==> config.mk <==
export PLATFORM = sky130hd
export DESIGN_NAME = bus_slave_bridge
export DESIGN_NICKNAME = d
export VERILOG_FILES = /design/src/rtl/pbs_pkg.sv /design/src/rtl/pbs_decode.sv /design/src/rtl/pbs_lane.sv /design/src/rtl/pbs_seq.sv /design/src/rtl/bus_slave_bridge.sv
export SDC_FILE = /design/constraint.sdc
export NUM_CORES = 1
export LEC_CHECK = 0
export BUFFER_PORTS_ARGS = -buffer_cell sky130_fd_sc_hd__buf_2
export CORE_AREA = 2 2 96 98
export DETAILED_ROUTE_END_ITERATION = 6
export DIE_AREA = 0 0 98 100
export PLACE_DENSITY = 0.77
export SKIP_LAST_GASP = 1
export SYNTH_ARGS = -nofsm -noshare
export SYNTH_HDL_FRONTEND = slang
export SYNTH_SLANG_ARGS = --single-unit
==> constraint.sdc <==
create_clock -name clk -period 1.9 [get_ports clk]
set_input_delay 0.19 -clock clk [delete_from_list [all_inputs] [get_ports clk]]
set_output_delay 0.19 -clock clk [all_outputs]
set_load 0.05 [all_outputs]
==> src/rtl/pbs_pkg.sv <==
// Shared types for the bus slave adapter.
// Assumes a 32-bit bus of four byte lanes, lane 0 being the most significant.
package pbs_pkg;
    localparam int BUS_W = 32;
    localparam int LANES = BUS_W / 8;

    typedef enum logic [1:0] {
        SZ_WORD   = 2'b00,
        SZ_BYTE   = 2'b01,
        SZ_HALF   = 2'b10,
        SZ_TRIPLE = 2'b11
    } bus_size_e;

    typedef enum logic [1:0] {
        ST_IDLE,
        ST_WAIT,
        ST_ISSUE,
        ST_RESP
    } seq_state_e;

    // Extract byte lane k, where k=0 is the most significant byte.
    function automatic logic [7:0] lane_of(input logic [31:0] v, input logic [1:0] k);
        return v[31 - 8*k -: 8];
    endfunction
endpackage

==> src/rtl/pbs_decode.sv <==
// Region decoder: flags addresses whose upper bits match the window base.
// Assumes the window is 2**REGION_BITS bytes and aligned to its size.
module pbs_decode #(
    parameter logic [31:0] BASE_ADDR   = 32'h4000_0000,
    parameter int          REGION_BITS = 12
) (
    input  logic [31-REGION_BITS:0] addr_hi,
    output logic                    hit
);
    localparam logic [31-REGION_BITS:0] BASE_HI = BASE_ADDR[31:REGION_BITS];

    // Compare the upper address bits with the base.
    assign hit = (addr_hi == BASE_HI);
endmodule

==> src/rtl/pbs_lane.sv <==
// Lane steering: byte enables, write fan-out and read alignment.
// Assumes big-endian lanes; narrow data sits in the top bus lanes.
module pbs_lane
    import pbs_pkg::*;
(
    input  logic [1:0]       size,
    input  logic [1:0]       lo,
    input  logic [BUS_W-1:0] bus_w,
    input  logic [BUS_W-1:0] per_r,
    output logic [LANES-1:0] be,
    output logic [BUS_W-1:0] per_w,
    output logic [BUS_W-1:0] bus_r
);
    for (genvar g = 0; g < LANES; g++) begin : g_lane
        localparam logic [1:0] LI = 2'(g);
        localparam bit TOP_HALF = (g < 2);
        logic       be_l;
        logic [7:0] w_l;
        logic [7:0] r_l;

        // Choose enable, write byte and read byte for this lane.
        always_comb begin
            unique case (bus_size_e'(size))
                SZ_BYTE: begin
                    be_l = (lo == LI);
                    w_l  = lane_of(bus_w, 2'd0);
                    r_l  = (g == 0) ? lane_of(per_r, lo) : 8'h00;
                end
                SZ_HALF: begin
                    be_l = (lo[1] == LI[1]);
                    w_l  = lane_of(bus_w, {1'b0, LI[0]});
                    r_l  = TOP_HALF ? lane_of(per_r, {lo[1], LI[0]}) : 8'h00;
                end
                default: begin
                    be_l = 1'b1;
                    w_l  = lane_of(bus_w, LI);
                    r_l  = lane_of(per_r, LI);
                end
            endcase
        end

        assign be[LANES-1-g]           = be_l;
        assign per_w[BUS_W-1-8*g -: 8] = w_l;
        assign bus_r[BUS_W-1-8*g -: 8] = r_l;
    end
endmodule

==> src/rtl/pbs_seq.sv <==
// Access sequencer: accept, count wait states, issue, respond.
// Assumes the master holds off new starts until the acknowledge.
module pbs_seq
    import pbs_pkg::*;
#(
    parameter int WAIT_STATES = 3
) (
    input  logic clk,
    input  logic rst_n,
    input  logic start,
    input  logic hit,
    output logic accept,
    output logic issue,
    output logic respond
);
    localparam int CW = (WAIT_STATES > 1) ? $clog2(WAIT_STATES + 1) : 1;
    localparam logic [CW-1:0] LOAD = CW'((WAIT_STATES > 0) ? WAIT_STATES - 1 : 0);

    seq_state_e    state;
    logic [CW-1:0] cnt;

    assign accept  = (state == ST_IDLE) && start && hit;
    assign issue   = (state == ST_ISSUE);
    assign respond = (state == ST_RESP);

    // Advance the access state and the wait counter.
    always_ff @(posedge clk) begin
        if (!rst_n) begin
            state <= ST_IDLE;
            cnt   <= '0;
        end else begin
            unique case (state)
                ST_IDLE: if (accept) begin
                    state <= (WAIT_STATES == 0) ? ST_ISSUE : ST_WAIT;
                    cnt   <= LOAD;
                end
                ST_WAIT: begin
                    if (cnt == '0) state <= ST_ISSUE;
                    else           cnt   <= cnt - 1'b1;
                end
                ST_ISSUE: state <= ST_RESP;
                default:  state <= ST_IDLE;
            endcase
        end
    end
endmodule

==> src/rtl/bus_slave_bridge.sv <==
// Top: connects one peripheral window to a big-endian 32-bit bus.
// Assumes single accesses only; a burst gets its first word plus a refusal.
// Assumes per_rdata is valid the cycle after per_en.
module bus_slave_bridge
    import pbs_pkg::*;
#(
    parameter logic [31:0] BASE_ADDR   = 32'h4000_0000,
    parameter int          REGION_BITS = 12,
    parameter int          WAIT_STATES = 3
) (
    input  logic                   clk,
    input  logic                   rst_n,
    input  logic                   bus_start,
    input  logic [31:0]            bus_addr,
    input  logic [1:0]             bus_size,
    input  logic                   bus_read,
    input  logic [31:0]            bus_wdata,
    input  logic                   bus_burst,
    output logic [31:0]            bus_rdata,
    output logic                   bus_ack,
    output logic                   bus_binh,
    output logic                   per_en,
    output logic                   per_we,
    output logic [REGION_BITS-3:0] per_addr,
    output logic [3:0]             per_be,
    output logic [31:0]            per_wdata,
    input  logic [31:0]            per_rdata
);
    logic                   hit, accept, issue, respond;
    logic [REGION_BITS-1:0] addr_q;
    logic [1:0]             size_q;
    logic                   read_q, burst_q;
    logic [31:0]            wdata_q;
    logic [3:0]             be_c;
    logic [31:0]            rd_c;

    pbs_decode #(.BASE_ADDR(BASE_ADDR), .REGION_BITS(REGION_BITS)) u_dec (
        .addr_hi (bus_addr[31:REGION_BITS]),
        .hit     (hit)
    );

    pbs_seq #(.WAIT_STATES(WAIT_STATES)) u_seq (
        .clk     (clk),
        .rst_n   (rst_n),
        .start   (bus_start),
        .hit     (hit),
        .accept  (accept),
        .issue   (issue),
        .respond (respond)
    );

    // Capture the access attributes when a start is accepted.
    always_ff @(posedge clk) begin
        if (!rst_n) begin
            addr_q  <= '0;
            size_q  <= '0;
            read_q  <= 1'b0;
            burst_q <= 1'b0;
            wdata_q <= '0;
        end else if (accept) begin
            addr_q  <= bus_addr[REGION_BITS-1:0];
            size_q  <= bus_size;
            read_q  <= bus_read;
            burst_q <= bus_burst;
            wdata_q <= bus_wdata;
        end
    end

    pbs_lane u_lane (
        .size  (size_q),
        .lo    (addr_q[1:0]),
        .bus_w (wdata_q),
        .per_r (per_rdata),
        .be    (be_c),
        .per_w (per_wdata),
        .bus_r (rd_c)
    );

    assign per_en    = issue;
    assign per_we    = issue && !read_q;
    assign per_be    = issue ? be_c : 4'h0;
    assign per_addr  = addr_q[REGION_BITS-1:2];
    assign bus_ack   = respond;
    assign bus_binh  = respond && burst_q;
    assign bus_rdata = (respond && read_q) ? rd_c : 32'h0;
endmodule

# Yosys cells after proc, flatten, opt, wreduce, memory -nomap -nowiden
# Cells that the tools add are included.
dict set report totals {
  reg_bits 52
  inputBits 103
  output_inout_bits 82
  wordCells 59
}
dict set report classes {
  n_addsub 4
  n_eq_ne 12
  shifts 3
  n_mux 19
  bitwise 1
  reduce_logical 13
}
# operator n
set ops {}
lappend ops {{$shiftx 39x33->8} 3}
lappend ops {{$pmux 8 s2} 3}
lappend ops {{$mux 32} 1}
lappend ops {{$mux 8} 4}
lappend ops {{$eq 20x19->1 const B} 1}
lappend ops {{$sub 5x5->6 const A} 3}
lappend ops {{$eq 2x2->1 const B} 5}
lappend ops {{$mux 2} 4}
lappend ops {{$pmux 1 s2} 4}
lappend ops {{$eq 2x1->1 const B} 3}
lappend ops {{$logic_not 2->1} 3}
lappend ops {{$pmux 2 s3} 1}
lappend ops {{$logic_and 1x1->1} 5}
lappend ops {{$mux 4} 1}
lappend ops {{$ne 2x2->1 const B} 2}
lappend ops {{$pmux 2 s2} 1}
lappend ops {{$reduce_and 3->1} 1}
lappend ops {{$ne 2x1->1 const B} 1}
lappend ops {{$reduce_and 2->1} 1}
lappend ops {{$reduce_bool 2->1} 1}
lappend ops {{$reduce_or 2->1} 1}
lappend ops {{$sub 2x1->2 const B} 1}
lappend ops {{$logic_not 1->1} 1}
lappend ops {{$not 1->1} 1}

# Logic depth before layout (Yosys ltp)
# Gate-level depths: netlist of the first run.
dict set report depth {
  word_depth 5
  mapped_depth 8
  mapped_depth_nobuf 6
}

# Hierarchy
# A second synthesis of the first run with hierarchy kept.
dict set report unflattened {
  cells_unflattened 390
  area_unflattened_um2 3585.9
}
# module n_inst cells_each area_per_inst_um2 seq_area_each_um2
set by_module_without_submodules {}
lappend by_module_without_submodules {bus_slave_bridge 1 209 2180.8 960.9}
lappend by_module_without_submodules {pbs_lane 1 140 1054.8 0.0}
lappend by_module_without_submodules {pbs_seq 1 33 285.3 80.1}
lappend by_module_without_submodules {pbs_decode 1 8 65.1 0.0}

# Least setup slack after synthesis of the first run
# OpenSTA, ideal clock, no wires.
dict set report synth_timing {
  path_kind {register to output}
  from {register size_q[0]}
  to {output per_be[1]}
  arrival_time_ps 2333
  required_time_ps 1710
  setup_slack_ps -623
  path_stages_with_launch 7
  n_path_buf 2
  path_cell_list {dfxtp_1 > inv_1 > ha_1 > clkbuf_1 > clkbuf_1 > o21ai_0 > a21boi_0}
}
dict set report synth_via {
  elab_chain_len 3
  elab_cells_between_ends 4
  classes_between {eq/ne (2); mux (2)}
}
# element line
set synth_lines {}
lappend synth_lines {{from (decl)} bus_slave_bridge.sv:31} ;# logic [1:0] size_q;
lappend synth_lines {{from (signal assigned)} bus_slave_bridge.sv:62} ;# size_q <= bus_size;
lappend synth_lines {{$eq 2x2->1 / $eq 2x1->1 (equally long branches)} pbs_lane.sv:23} ;# unique case (bus_size_e'(size))
lappend synth_lines {{$pmux 1 s2 *} pbs_lane.sv:23}
lappend synth_lines {{$mux 4 *} bus_slave_bridge.sv:81} ;# assign per_be = issue ? be_c : 4'h0;
lappend synth_lines {{to (decl)} bus_slave_bridge.sv:25} ;# output logic [3:0] per_be,
# Mark *: on every way between the ends. The rest lies on a longest branch, timed or not.

# Worst setup path after layout of the first run
dict set report layout_timing {
  from {register size_q[0]}
  to {output bus_rdata[29]}
}
dict set report layout_via {
  elab_chain_len 3
  elab_cells_between_ends 4
  classes_between {eq/ne (2); mux (2)}
}
# element line
set layout_lines {}
lappend layout_lines {{$eq 2x2->1 / $eq 2x1->1 (equally long branches)} pbs_lane.sv:23}
lappend layout_lines {{$pmux 8 s2 *} pbs_lane.sv:23}
lappend layout_lines {{$mux 32 *} bus_slave_bridge.sv:85} ;# assign bus_rdata = (respond && read_q) ? rd_c : 32'h0;
lappend layout_lines {{to (decl)} bus_slave_bridge.sv:19} ;# output logic [31:0] bus_rdata,
# Marks and branches as above.

==> results of run 1 <==
[cells in the final DEF (no fill, tap or decap), types with 2 or more instances in the layout]
cell       count
clkbuf_16      2
nor2b_1        3
mux4_2         8
mux2i_1        3
nor4_2         3
inv_2          2
buf_12         7
buf_8         17
ha_1           5
a21boi_1      29
mux2_4        16
dfxtp_2        3
nand2b_4       8
a21oi_1        2
a21oi_2        3
nor2_1         3
nand2_1       33
nor2b_2        2
dfxtp_1       49
a21boi_2       2
buf_6         24
nand3_1       49
buf_4         37
ha_4           2
and2_4         2
a21boi_0      20
o21ai_0       53
a21oi_4       12
buf_2        129
o21ai_2        8
and2_1         3
a22oi_1       10
a22oi_2        6
inv_1          5
clkbuf_8       6
and3_1        17
nand2_2        8
[logic make-up after synthesis]
family	Yosys count	synth area share, %
buffers and inverters	71	10.49
adder cells (fa/ha/maj)	8	2.770
AND/OR/NAND/NOR	139	20.43
AO/OA/AOI/OAI	150	26.42
multiplexers	28	11.08
flip-flops	52	28.81
[layer usage]
layer	GRT usage (%)	share of wire [%]
met4	9.509	3.2
met3	3.134	5.9
met5	0	0
met1	28.71	40
met2	39.62	51
[power by group through the flow]
stage               Clock (uW)  Sequential [uW]  Combinational [uW]
finish                     800             1090                 245
global placement             0             1120                 215
floorplan                    0             1120                86.5
CTS                        821             1090                 231
global route               856             1090                 260
detailed placement           0             1120                 221
[worst max-delay path by stage]
stage | cells after the start | from | end | slack, ns
after floorplan | 6 | size_q[0] | bus_rdata[19] | -0.04
after global placement | 8 | size_q[0] | bus_rdata[30] | -0.07
after detailed placement | 8 | size_q[0] | bus_rdata[29] | -0.13
after CTS | 8 | size_q[0] | bus_rdata[29] | -0.30
after global routing | 8 | size_q[0] | bus_rdata[24] | -0.35
final | 8 | size_q[0] | bus_rdata[29] | -0.28
[timing repair]
item | CTS | global route
gates resized for setup | 104 | 75
endpoints found under the setup margin | 60 | 66
buffers inserted | 5 | 4
pin swaps | 9 | 18
cloned | 2 | 3
[state kept, by name, summed over array words and instances, names as in the netlist]
register,cells
wdata_q,32
addr_q,12
u_seq.cnt,2
u_seq.state,2
burst_q,1
size_q,2
read_q,1
[worst min-delay path, delay by kind of cell]
kind | cells | cell delay, ns
simple gates | 1 | 0.05
compound gates | 1 | 0.05
buf+inv | 1 | 0.10
[stage by stage]
step | hold WS [ns] | area (sq um) | cells | total power, uW
finish | 0.1238 | 5642 | 723 | 2137
global route | 0.1272 | 5642 | 723 | 2210
CTS | 0.1135 | 5325 | 717 | 2145
detailed placement | 0.4523 | 4765 | 702 | 1339
global placement | 0.4424 | 4765 | 702 | 1333
floorplan | 0.3366 | 3819 | 448 | 1204
[area by class of cell]
class                      count  area share, %
timing repair buffer         217          29.54
sequential                    52          18.52
clock buffer                   6          1.464
clock inverter                 2         0.6875
inverter                       9         0.6875
multi-input combinational    326          46.64
tap                          111          2.462
==> run summary, run 1 <==
Final Skew -> 0.006727 ns
Vias in the first global route -> 3867
Count leader, synth -> o21ai_0
Cell Area, Synth -> 3613 sq um
Crit. End Element -> output port
Critical-path maximum fanout -> 8
Final WS setup -> -0.2783 ns
Total track usage -> 22.87%
TNS Setup -> -3.156 ns
DRT Pass-1 Iters -> 5
Max Freq -> 459.1 MHz
Tmin final -> 2.178 ns
Req. time, crit path -> 1.71 ns
First-pass GRT wire length -> 18.66 mm
Port bufs -> 184
Reg2Reg Setup Slack -> 0.13 ns
EDFF count, synth -> 0
Pwr Density -> 378.8 nW/um^2
CTS Hold Bufs -> 0
Crit-path max cell delay -> 0.53 ns
Share of post-route cells with drive strength above 1 -> 52.61%
Std cell rows -> 35
Pre-CTS setup slack -> -0.1257 ns
Vias -> 4161
DRC Markers -> 0
Multi-input logic area -> 2631 sq um
Min-Delay Path Class -> in2reg
Clock tree sinks -> 52
RSZ-0062 raised after global routing -> true
Dpl hpwl -> 8.251 mm
Synth cell count leaders -> o21ai_0 (61), dfxtp_1 (52), nand3_1 (49)
RD Place Congestion -> 0.8283
Largest net degree at the start of global routing -> 43
Post-synth top area share -> 28.81%
Critical path, cell by cell -> inv_2 > ha_4 > nor2b_2 > buf_6 > mux4_2 > nand2_2 > a21oi_4 > buf_6
Final hold violations -> 0
Maxcap violations -> 0
Clk root buf -> clkbuf_8
Worst path top cell family by delay -> multiplexers
Routed WL -> 12.78 mm
Fill count -> 733
Gate power share -> 11.4%
Fin nets -> 722
Max VDD drop -> 0.3530 mV
Failing checks -> setup timing
Congestion Overflow GR -> 0
Psw -> 481.9 uW
Wire length per cell -> 17.67 microns
Unique cell type count in the Yosys netlist -> 35
Die Y -> 100 microns
Clk_lat worst skew -> 0.30 ns
Slew headroom -> 69.87%
Most frequent CP cell -> buf_6
Die X -> 98 microns
Hold Crit Depth -> 3
Area grow syn2layout -> 56.13%
Iteration-0 DRC Markers -> 262
Reg2reg path depth -> 7
Clk buf depth -> 2
Pins Over Slew Limit -> 0
Synth async-reset ratio -> 0%
Antenna diode count -> 0
R2R Path End -> wdata_q[13]
Synthesis-stage register bit count -> 52
Antenna violations before repair -> 0
Initial Utilization -> 40.65%
Final setup vio count -> 30
Sequential Power Share -> 51.1%
Synth area leaders -> dfxtp_1 (29%), o21ai_0 (8.4%), nand3_1 (6.8%), a21boi_1 (6.0%), buf_4 (5.0%)
CTS tree -> built
Util after Layout -> 63.46%
Internal -> 1655 uW
Num ports -> 185
Status -> complete, but fails checks
R2r startpoint -> u_seq.state[0]
Switching Share -> 22.55%
Synth Instances -> 448
Synth area leader -> dfxtp_1
Core box area -> 8890 sq um
Reg area -> 1045 sq um
Worst setup SP type -> register
Sum of buffers and inverters on the critical path -> 3
Slowest CP cell -> mux4_2
Clk pwr share -> 37.4%
Die area -> 9800 sq um
Leakage -> 0.002412 uW
Ys Warns -> 0
Post-synthesis sequential area ratio -> 28.81%
Vias/cell -> 5.755
Post-Syn Area per Cell -> 8.066 sq um
Detail Route Antenna Nets -> 0
Worst slew pin tran -> 0.4519 ns
H-tree Lvls -> 2
WS Path Type -> reg2out
Synth Net Count -> 559
Fin crit share -> 114.6%
Hold Path End -> addr_q[5]
Hold wc startpoint -> bus_addr[5]
CTS Buf Count -> 5
Primary FF master, synth -> dfxtp_1
Reg clk slew, reported paths -> 0.10 ns
Worst path arrival time -> 1.99 ns
(Power assumes the default switching activity.)
==> run 2: changes to the inputs <==
- CAP_MARGIN: unset -> 15
- CORE_AREA: 2 2 96 98 -> 2 2 92 94
- DIE_AREA: 0 0 98 100 -> 0 0 94 96
- PLACE_DENSITY: 0.77 -> 0.8
- clock period: 1.9 -> 2.1 ns (I/O delays scaled with it)
==> run summary, run 2 (synthesis gave the netlist of run 1 again) <==
Status -> complete, but fails checks
Failing checks -> setup timing
Final setup vio count -> 8
Leakage -> 0.002132 uW
Max Freq -> 460.9 MHz
Num ports -> 185
Cell count after placement -> 693
Tmin final -> 2.170 ns
Final WS setup -> -0.06975 ns
First-pass GRT wire length -> 17.02 mm
Slew headroom -> 73.47%
Routed WL -> 11.43 mm
Final hold violations -> 0
Worst slew pin tran -> 0.3946 ns
Core box area -> 8051 sq um
Max VDD drop -> 0.2770 mV
Die area -> 9024 sq um
Req. time, crit path -> 1.89 ns
Clk buf depth -> 2
CTS Hold Bufs -> 0
Critical path, cell by cell -> inv_2 > ha_4 > nor2b_4 > buf_8 > mux4_2 > nand2_1 > a21oi_1 > buf_4
Critical-path maximum fanout -> 8
Min-Delay Path Class -> in2reg
H-tree Lvls -> 2
Most frequent cells in the layout -> buf_2 (167), o21ai_0 (53), dfxtp_1 (51)
CTS tree -> built
Port bufs -> 184
Crit path capture -> bus_rdata[25]
Total track usage -> 23.80%
Vias/cell -> 5.661
Reg clk slew, reported paths -> 0.10 ns
Wire length per cell -> 16.21 microns
Congestion Overflow GR -> 0
Worst setup SP type -> register
Sum of buffers and inverters on the critical path -> 3
Worst path top cell family by delay -> multiplexers
Commonest non-fill, non-tap cell in the layout -> buf_2
Clock tree sinks -> 52
Std cell rows -> 33
Max reg flops -> 32
Largest net degree at the start of global routing -> 38
RD Place Congestion -> 0.8104
Reg2reg path depth -> 7
Vias -> 3991
Final Skew -> 0.01024 ns
Die X -> 94 microns
Slowest CP cell -> mux4_2
Iteration-0 DRC Markers -> 225
Share of post-route cells with drive strength above 1 -> 43.41%
Crit. End Element -> output port
CTS Buf Count -> 5
Vias in the first global route -> 3539
Clk_lat worst skew -> 0.31 ns
Detail Route Antenna Nets -> 0
Fin cells -> 705
RSZ-0062 raised after global routing -> true
DRT Pass-1 Iters -> 5
Biggest register -> wdata_q
Die Y -> 96 microns
Final hold slack -> 0.1406 ns
Crit-path max cell delay -> 0.49 ns
Initial Utilization -> 44.88%
Largest regs -> wdata_q x32, addr_q x12
R2r startpoint -> u_seq.state[0]
Pins Over Slew Limit -> 0
Fin crit share -> 103.3%
Maxcap violations -> 0
Dpl hpwl -> 8.598 mm
DRC Markers -> 0
Clk root buf -> clkbuf_8
Reg2Reg Setup Slack -> 0.17 ns
Area grow syn2layout -> 30.82%
Critical path depth in cells -> 8
Pwr Density -> 377.8 nW/um^2
R2R Path End -> u_seq.state[0]
Worst path arrival time -> 1.96 ns
WS Path Type -> reg2out
Antenna violations before repair -> 1
Worst setup path startpoint -> size_q[0]
Fin nets -> 709
==> run 2: cell types whose count changed in the layout (fill, tap and decap cells not counted), moves of 8 or more <==
cell	before	now
buf_2	129	167
buf_6	24	8
buf_8	17	1
mux2_2	0	16
mux2_4	16	0
a21oi_1	2	15
a21oi_4	12	0
buf_4	37	27
nand2b_1	0	8
nand2b_4	8	0
==> run 2: layout make-up <==
| class | count | area (sq um) |
|---|---|---|
| antenna | 1 | 2.502 |
| timing repair buffer | 205 | 1171 |
| multi-input combinational | 325 | 2245 |
| clock buffer | 7 | 86.33 |
| inverter | 9 | 41.29 |
| sequential | 52 | 1042 |
| fill | 736 | 3324 |
| tap | 105 | 131.4 |
| clock inverter | 1 | 7.507 |
==> run 2: worst min-delay path by stage <==
stage / from / end / cells after the start
after detailed placement: addr_q[5] / addr_q[5] / 2
after CTS: bus_addr[5] / addr_q[5] / 3
final: bus_addr[10] / addr_q[10] / 3
after global routing: bus_addr[10] / addr_q[10] / 3
after global placement: wdata_q[11] / wdata_q[11] / 2
after floorplan: bus_addr[10] / addr_q[10] / 2
==> run 2: tightest hold or removal path, stage by stage <==
cell and delay [ns]:
buf_2 0.09, nand3_1 0.05, a21boi_1 0.05
==> run 2: routing by layer <==
metal	GRT usage (%)	vias to the layer above	routed length, microns
met2	45.36	203	5884
met4	6.763	0	133
li1	-	1888	-
met3	4.620	12	913
met5	0	-	0
met1	26.89	1888	4496
==> run 2: report_power, final <==
group | internal, uW | total (uW) | switching, uW
Combinational | 111 | 198 | 86.6
Sequential | 987 | 989 | 1.64
Clock | 269 | 600 | 331
Total | 1370 | 1790 | 419
==> run 2: through the flow <==
step	setup slack, ns	power, uW	area, sq um	TNS [ns]	util [%]
final	-0.06975	1786	4727	-0.4443	58.71
after global routing	-0.1613	1853	4727	-1.349	58.71
after CTS	-0.1216	1802	4659	-0.7126	57.87
after detailed placement	0.08450	1206	4492	0	55.79
after global placement	0.1565	1199	4492	0	55.79
after floorplan	-0.2518	1082	3632	-3.882	-
==> run 2: what timing repair did <==
item / CTS / global route
resized for setup: 18 / 27
pin swaps: 9 / 7
endpoints found under the setup margin: 44 / 28
buffers inserted: 3 / 0
